File: config.mk
export PLATFORM = sky130hd
export DESIGN_NAME = cdr_lock_ctrl
export DESIGN_NICKNAME = d
export VERILOG_FILES = /design/src/rtl/cdr_lock_pkg.sv /design/src/rtl/lock_qual_counter.sv /design/src/rtl/auto_lock_fsm.sv /design/src/rtl/rate_div_ctrl.sv /design/src/rtl/cdr_lock_ctrl.sv
export SDC_FILE = /design/constraint.sdc
export NUM_CORES = 1
export LEC_CHECK = 0
export CORE_AREA = 8 8 45 47
export CTS_CLUSTER_SIZE = 20
export DETAILED_ROUTE_END_ITERATION = 7
export DIE_AREA = 0 0 53 55
export MAX_ROUTING_LAYER = met4
export PLACE_DENSITY = 0.57
export SYNTH_ARGS = -nofsm -noshare
export SYNTH_HDL_FRONTEND = slang
export SYNTH_SLANG_ARGS = --single-unit
File: constraint.sdc
create_clock -name clk -period 1.65 [get_ports clk]
set_input_delay 0.495 -clock clk [delete_from_list [all_inputs] [get_ports clk]]
set_output_delay 0.495 -clock clk [all_outputs]
set_load 0.01 [all_outputs]
File: src/rtl/cdr_lock_pkg.sv
// Shared types for the lock-mode controller.
// Assumes: nothing beyond IEEE 1800-2017.
package cdr_lock_pkg;
    typedef enum logic {
        TRACK_REF  = 1'b0,
        TRACK_DATA = 1'b1
    } track_e;
endpackage

File: src/rtl/lock_qual_counter.sv
// Counts consecutive cycles in which the lock condition holds, and raises
// run_done in the cycle that completes QUAL_CYCLES of them.
// Assumes: QUAL_CYCLES >= 1; arm is low whenever no run should progress.
module lock_qual_counter #(
    parameter int QUAL_CYCLES = 16
) (
    input  logic clk,
    input  logic rst_n,
    input  logic arm,
    input  logic cond,
    output logic run_done
);
    localparam int CW = $clog2(QUAL_CYCLES + 1);
    localparam logic [CW-1:0] LAST = CW'(QUAL_CYCLES - 1);

    logic [CW-1:0] run_cnt;

    // Completion of the run is seen in the cycle of its last good sample.
    always_comb begin
        run_done = arm && cond && (run_cnt == LAST);
    end

    // Counts good cycles; any gap, disarm or completion restarts the run.
    always_ff @(posedge clk) begin
        if (!rst_n) begin
            run_cnt <= '0;
        end else if (!arm || !cond || run_done) begin
            run_cnt <= '0;
        end else begin
            run_cnt <= run_cnt + 1'b1;
        end
    end

    // a cycle without the condition leaves the run at zero.
    p_gap_restarts_r5: assert property (@(posedge clk) disable iff (!rst_n)
        !cond |=> (run_cnt == '0));
    // the run never passes its target length.
    p_cnt_bound_r4: assert property (@(posedge clk) disable iff (!rst_n)
        run_cnt < CW'(QUAL_CYCLES));
endmodule

File: src/rtl/auto_lock_fsm.sv
// Automatic tracking policy. It starts on the reference, moves to data on
// run_done, and falls back when the frequency or the signal is lost.
// Assumes: auto_en is low while any manual override is asserted.
module auto_lock_fsm
    import cdr_lock_pkg::*;
(
    input  logic   clk,
    input  logic   rst_n,
    input  logic   auto_en,
    input  logic   run_done,
    input  logic   sig_ok,
    input  logic   freq_ok,
    input  logic   phase_ok,
    output track_e state
);
    track_e state_nx;

    // Next-state choice for the two-state tracking policy.
    always_comb begin
        state_nx = state;
        if (!auto_en) begin
            state_nx = TRACK_REF;
        end else if (state == TRACK_REF) begin
            if (run_done) state_nx = TRACK_DATA;
        end else if (!freq_ok || !sig_ok) begin
            state_nx = TRACK_REF;
        end
    end

    // State register with synchronous active-low reset.
    always_ff @(posedge clk) begin
        if (!rst_n) state <= TRACK_REF;
        else        state <= state_nx;
    end

    // entry into data tracking only follows a cycle with all conditions good.
    p_entry_qualified_r4: assert property (@(posedge clk) disable iff (!rst_n)
        (state == TRACK_DATA && $past(state) == TRACK_REF) |->
            $past(sig_ok && freq_ok && phase_ok));
    // frequency loss while tracking data returns to the reference.
    p_drop_on_freq_loss_r8: assert property (@(posedge clk) disable iff (!rst_n)
        (state == TRACK_DATA && !freq_ok) |=> (state == TRACK_REF));
    // phase loss alone does not leave data tracking.
    p_phase_ignored_r8: assert property (@(posedge clk) disable iff (!rst_n)
        (state == TRACK_DATA && auto_en && freq_ok && sig_ok && !phase_ok)
            |=> (state == TRACK_DATA));
    // an override cycle always leaves the policy on the reference.
    p_override_resets_r9: assert property (@(posedge clk) disable iff (!rst_n)
        !auto_en |=> (state == TRACK_REF));
endmodule

File: src/rtl/rate_div_ctrl.sv
// Holds the feedback divide-by-2 enable for dynamic rate changes.
// Assumes: requests are level-qualified per cycle; opposing requests cancel.
module rate_div_ctrl (
    input  logic clk,
    input  logic rst_n,
    input  logic gen2_mode,
    input  logic req_low,
    input  logic req_high,
    output logic div_en
);
    // Set on a drop to the low rate, cleared on a return, forced off otherwise.
    always_ff @(posedge clk) begin
        if (!rst_n || !gen2_mode) begin
            div_en <= 1'b0;
        end else if (req_low && !req_high) begin
            div_en <= 1'b1;
        end else if (req_high && !req_low) begin
            div_en <= 1'b0;
        end
    end

    // leaving the 5 Gbps configuration clears the enable.
    p_div_low_outside_r11: assert property (@(posedge clk) disable iff (!rst_n)
        !gen2_mode |=> !div_en);
    // a lone low-rate request sets the enable.
    p_low_req_sets_r10: assert property (@(posedge clk) disable iff (!rst_n)
        (gen2_mode && req_low && !req_high) |=> div_en);
    // opposing requests together change nothing.
    p_both_hold_r10: assert property (@(posedge clk) disable iff (!rst_n)
        (gen2_mode && req_low && req_high) |=> $stable(div_en));
endmodule

File: src/rtl/cdr_lock_ctrl.sv
// Top of the lock-mode controller. The override pins are resolved
// combinationally over the automatic policy. The qualification counter,
// the policy FSM and the rate divider control are instantiated here.
// Assumes: all inputs are synchronous to clk.
module cdr_lock_ctrl
    import cdr_lock_pkg::*;
#(
    parameter int QUAL_CYCLES = 16
) (
    input  logic clk,
    input  logic rst_n,
    input  logic force_ref,
    input  logic force_data,
    input  logic pcie_mode,
    input  logic gen2_cfg,
    input  logic sig_det,
    input  logic freq_ok,
    input  logic phase_ok,
    input  logic req_gen1,
    input  logic req_gen2,
    output logic lock_to_data,
    output logic freq_locked,
    output logic fb_div2_en
);
    logic   auto_en;
    logic   sig_ok;
    logic   lock_cond;
    logic   run_done;
    logic   arm;
    track_e pol_state;

    // Resolve override priority and the mode-qualified signal condition.
    always_comb begin
        auto_en   = !force_ref && !force_data;
        sig_ok    = pcie_mode ? sig_det : 1'b1;
        lock_cond = sig_ok && freq_ok && phase_ok;
        arm       = auto_en && (pol_state == TRACK_REF);
    end

    lock_qual_counter #(
        .QUAL_CYCLES(QUAL_CYCLES)
    ) u_qual (
        .clk      (clk),
        .rst_n    (rst_n),
        .arm      (arm),
        .cond     (lock_cond),
        .run_done (run_done)
    );

    auto_lock_fsm u_fsm (
        .clk      (clk),
        .rst_n    (rst_n),
        .auto_en  (auto_en),
        .run_done (run_done),
        .sig_ok   (sig_ok),
        .freq_ok  (freq_ok),
        .phase_ok (phase_ok),
        .state    (pol_state)
    );

    rate_div_ctrl u_rate (
        .clk       (clk),
        .rst_n     (rst_n),
        .gen2_mode (pcie_mode && gen2_cfg),
        .req_low   (req_gen1),
        .req_high  (req_gen2),
        .div_en    (fb_div2_en)
    );

    // Drive the loop target and the lock status.
    always_comb begin
        if (force_ref)       lock_to_data = 1'b0;
        else if (force_data) lock_to_data = 1'b1;
        else                 lock_to_data = (pol_state == TRACK_DATA);
        freq_locked = auto_en && (pol_state == TRACK_DATA);
    end

    // the reference override always wins at the output.
    p_ref_override_r2: assert property (@(posedge clk) disable iff (!rst_n)
        force_ref |-> !lock_to_data);
    // the lock flag implies the loop is actually on data.
    p_flag_means_data_r7: assert property (@(posedge clk) disable iff (!rst_n)
        freq_locked |-> lock_to_data);
    // outside PCIe, signal detect cannot block a qualified run.
    p_sigdet_ignored_r6: assert property (@(posedge clk) disable iff (!rst_n)
        (!pcie_mode && arm && freq_ok && phase_ok) |=> !$past(run_done) || lock_to_data || !auto_en);
endmodule

==> results.cfg <==
[finish]
drive_gt1_share_pct = 17.0
n_antenna_cell = 0
final_cell_mix = nor2_1, clkdlybuf4s50_1, dfxtp_1
finalNonFillerCells = 69
nFillCells = 153
fin_nets = 68
regArea_um2 = 140
multi_input_area_um2 = 184
syn2layout_area_growth_pct = 53.4

[drt]
first_pass_iters = 2
viasPerCell = 4.06
drc = 0
num_vias = 280
drt-total-wl_um = 651
drtIter0Drc = 4
ant_nets = 0
wl_per_cell_um = 9.43

[die]
dieArea_mm2 = 0.00292
dieHeight_um = 55
boundaryPins = 14
start_util_pct = 23.9
rows = 14
coreArea_mm2 = 0.00138
die_x_um = 53

[status]
status = finished clean

[synthesis]
syn-num-nets = 49
synthFlopType = dfxtp_1
syn_inst = 35
synth.distinct_cells = 16
ys_ff_latch = 7
synth-edff-count = 0
ys_seq_area_share_pct = 42.4
async_reset_ff_share_pct = 0
synth_top_area_share_pct = 42.4
synth_top_cell_by_area = dfxtp_1
synth.avg_cell_area_um2 = 9.44
synth_area_leaders = dfxtp_1, ha_1, nor2_1
synthesis.area_um2 = 330
yosysWarnings = 0

[timing]
fmax_mhz = 628
setup_viol = 0
grt_setup_unrepaired = no
period_needed_ns = 1.59
slew_headroom_pct = 91.7
finalMaxSlewViolations = 0
tightest_slew_ns = 0.121
hold_viol_final = 0
finalClockSkew_ns = 0.000383
post-route-period-util_pct = 96.4
tns_ns = 0

[placed_design]
io_buffers = 13
place_inst = 65
gp_congestion = 0.653
hpwl_um = 557

[setup_path]
crit_type = reg2out
r2r_cells = 6
cp.arrival_ns = 1.10
cp_slowest_stage_delay_ns = 0.53
cp-end-kind = output port
path_delay_family = buffers and inverters
r2r-start = u_qual.run_cnt[0]
crit_buf_inv = 1
cp-start-kind = register
reg2reg_slack_ns = 0.21
worstPathCellList = clkdlybuf4s50_1
critPathRequiredTime_ns = 1.15
setup.worst_path.start = u_rate.div_en
cp_slowest_cell = clkdlybuf4s50_1
cp.depth = 1
crit_end = fb_div2_en
crit_path_max_fanout = 2
r2r_end = u_qual.run_cnt[2]

[clock_network]
root_buffer = clkbuf_4
postCtsSetupRepairBufs = 0
hold_buffers = 0
clk_latency_ns = 0.24
cts_tree = built
clockBufferDepth = 2
cts.htree.levels = 1
clock-sinks = 7
cts_buffers = 3
path_clk_slew_ns = 0.05

[grt]
grt_pass1_wl_um = 1250
grt_usage_pct = 5.87
antenna_found_initial = 0
grt_pass1_vias = 313
grt-ovfl-total = 0
grt_max_degree = 6

[run]
cap_violations = 0

[power]
p_per_area_mw_per_mm2 = 712
p_leak_nw = 0.211
ir_drop_uv = 343

[hold_path]
hold_path_class = reg2reg
## worst min-delay path by stage
stage	start	endpoint	slack (ns)	cells past startpoint
2_1_floorplan	u_qual.run_cnt[0]	u_qual.run_cnt[0]	0.42	1
6_report	u_qual.run_cnt[0]	u_qual.run_cnt[0]	0.45	1
3_3_place_gp	u_qual.run_cnt[0]	u_qual.run_cnt[0]	0.43	1
4_1_cts	u_qual.run_cnt[0]	u_qual.run_cnt[0]	0.45	1
5_1_grt	u_qual.run_cnt[0]	u_qual.run_cnt[0]	0.52	1
3_5_place_dp	u_qual.run_cnt[0]	u_qual.run_cnt[0]	0.44	1
## per-layer routing
metal	global-route usage, %	vias up	part of all wire [%]
met5	-	-	0
met4	3.88	0	0
met3	1.87	0	5.8
met2	9.77	6	51
met1	5.80	122	43
li1	-	152	-
## flip-flops by register name, summed over array words and instances, names as in the netlist
| name | flops |
|---|---|
| u_rate.div_en | 1 |
| u_qual.run_cnt | 5 |
| u_fsm.state | 1 |
## through the flow
stage	utilization (%)	instance area [um2]	power, mW	setup WS, ns	hold slack (ns)
final	36.6	507	0.361	0.0587	0.452
after global routing	36.6	507	0.389	0.0166	0.521
after CTS	37.1	513	0.370	0.0307	0.452
after detailed placement	35.3	488	0.217	-0.565	0.444
after global placement	35.3	488	0.217	-0.533	0.434
after floorplan	-	330	0.187	0.324	0.418
## report_power, final
group / total, mW / switching [mW] / internal, mW / leakage, nW
clock network: 0.150 / 0.0582 / 0.0920 / 0.0150
logic: 0.0402 / 0.0123 / 0.0279 / 0.140
registers: 0.170 / 0.000394 / 0.170 / 0.0564
## logic make-up after synthesis
| kind of cell | synth area share (%) |
|---|---|
| adder cells (fa/ha/maj) | 11.4 |
| buffers and inverters | 3.41 |
| multiplexers | 3.03 |
| flip-flops | 42.4 |
| AO/OA/AOI/OAI | 1.51 |
| AND/OR/NAND/NOR | 33.0 |
| XOR/XNOR | 5.30 |
## synthesized netlist by cell type, drive strengths merged, types with 2 or more instances
cell type	instances
dfxtp	7
ha	3
inv	3
nand3	3
nor2	9
nor3b	2
## final cells by class
| type | instances | share of cell area, % |
|---|---|---|
| clock buffer | 4 | 5.19 |
| inverter | 3 | 2.22 |
| multi-input combinational | 25 | 36.3 |
| sequential | 7 | 27.7 |
| tap | 16 | 3.95 |
| timing repair buffer | 14 | 24.7 |
## what timing repair did
action | 4_1_cts | 5_1_grt
pin swaps | 0 | 1
gates resized for setup | 10 | 1
endpoints found under the setup margin | 2 | 1
(Power assumes the default switching activity.)
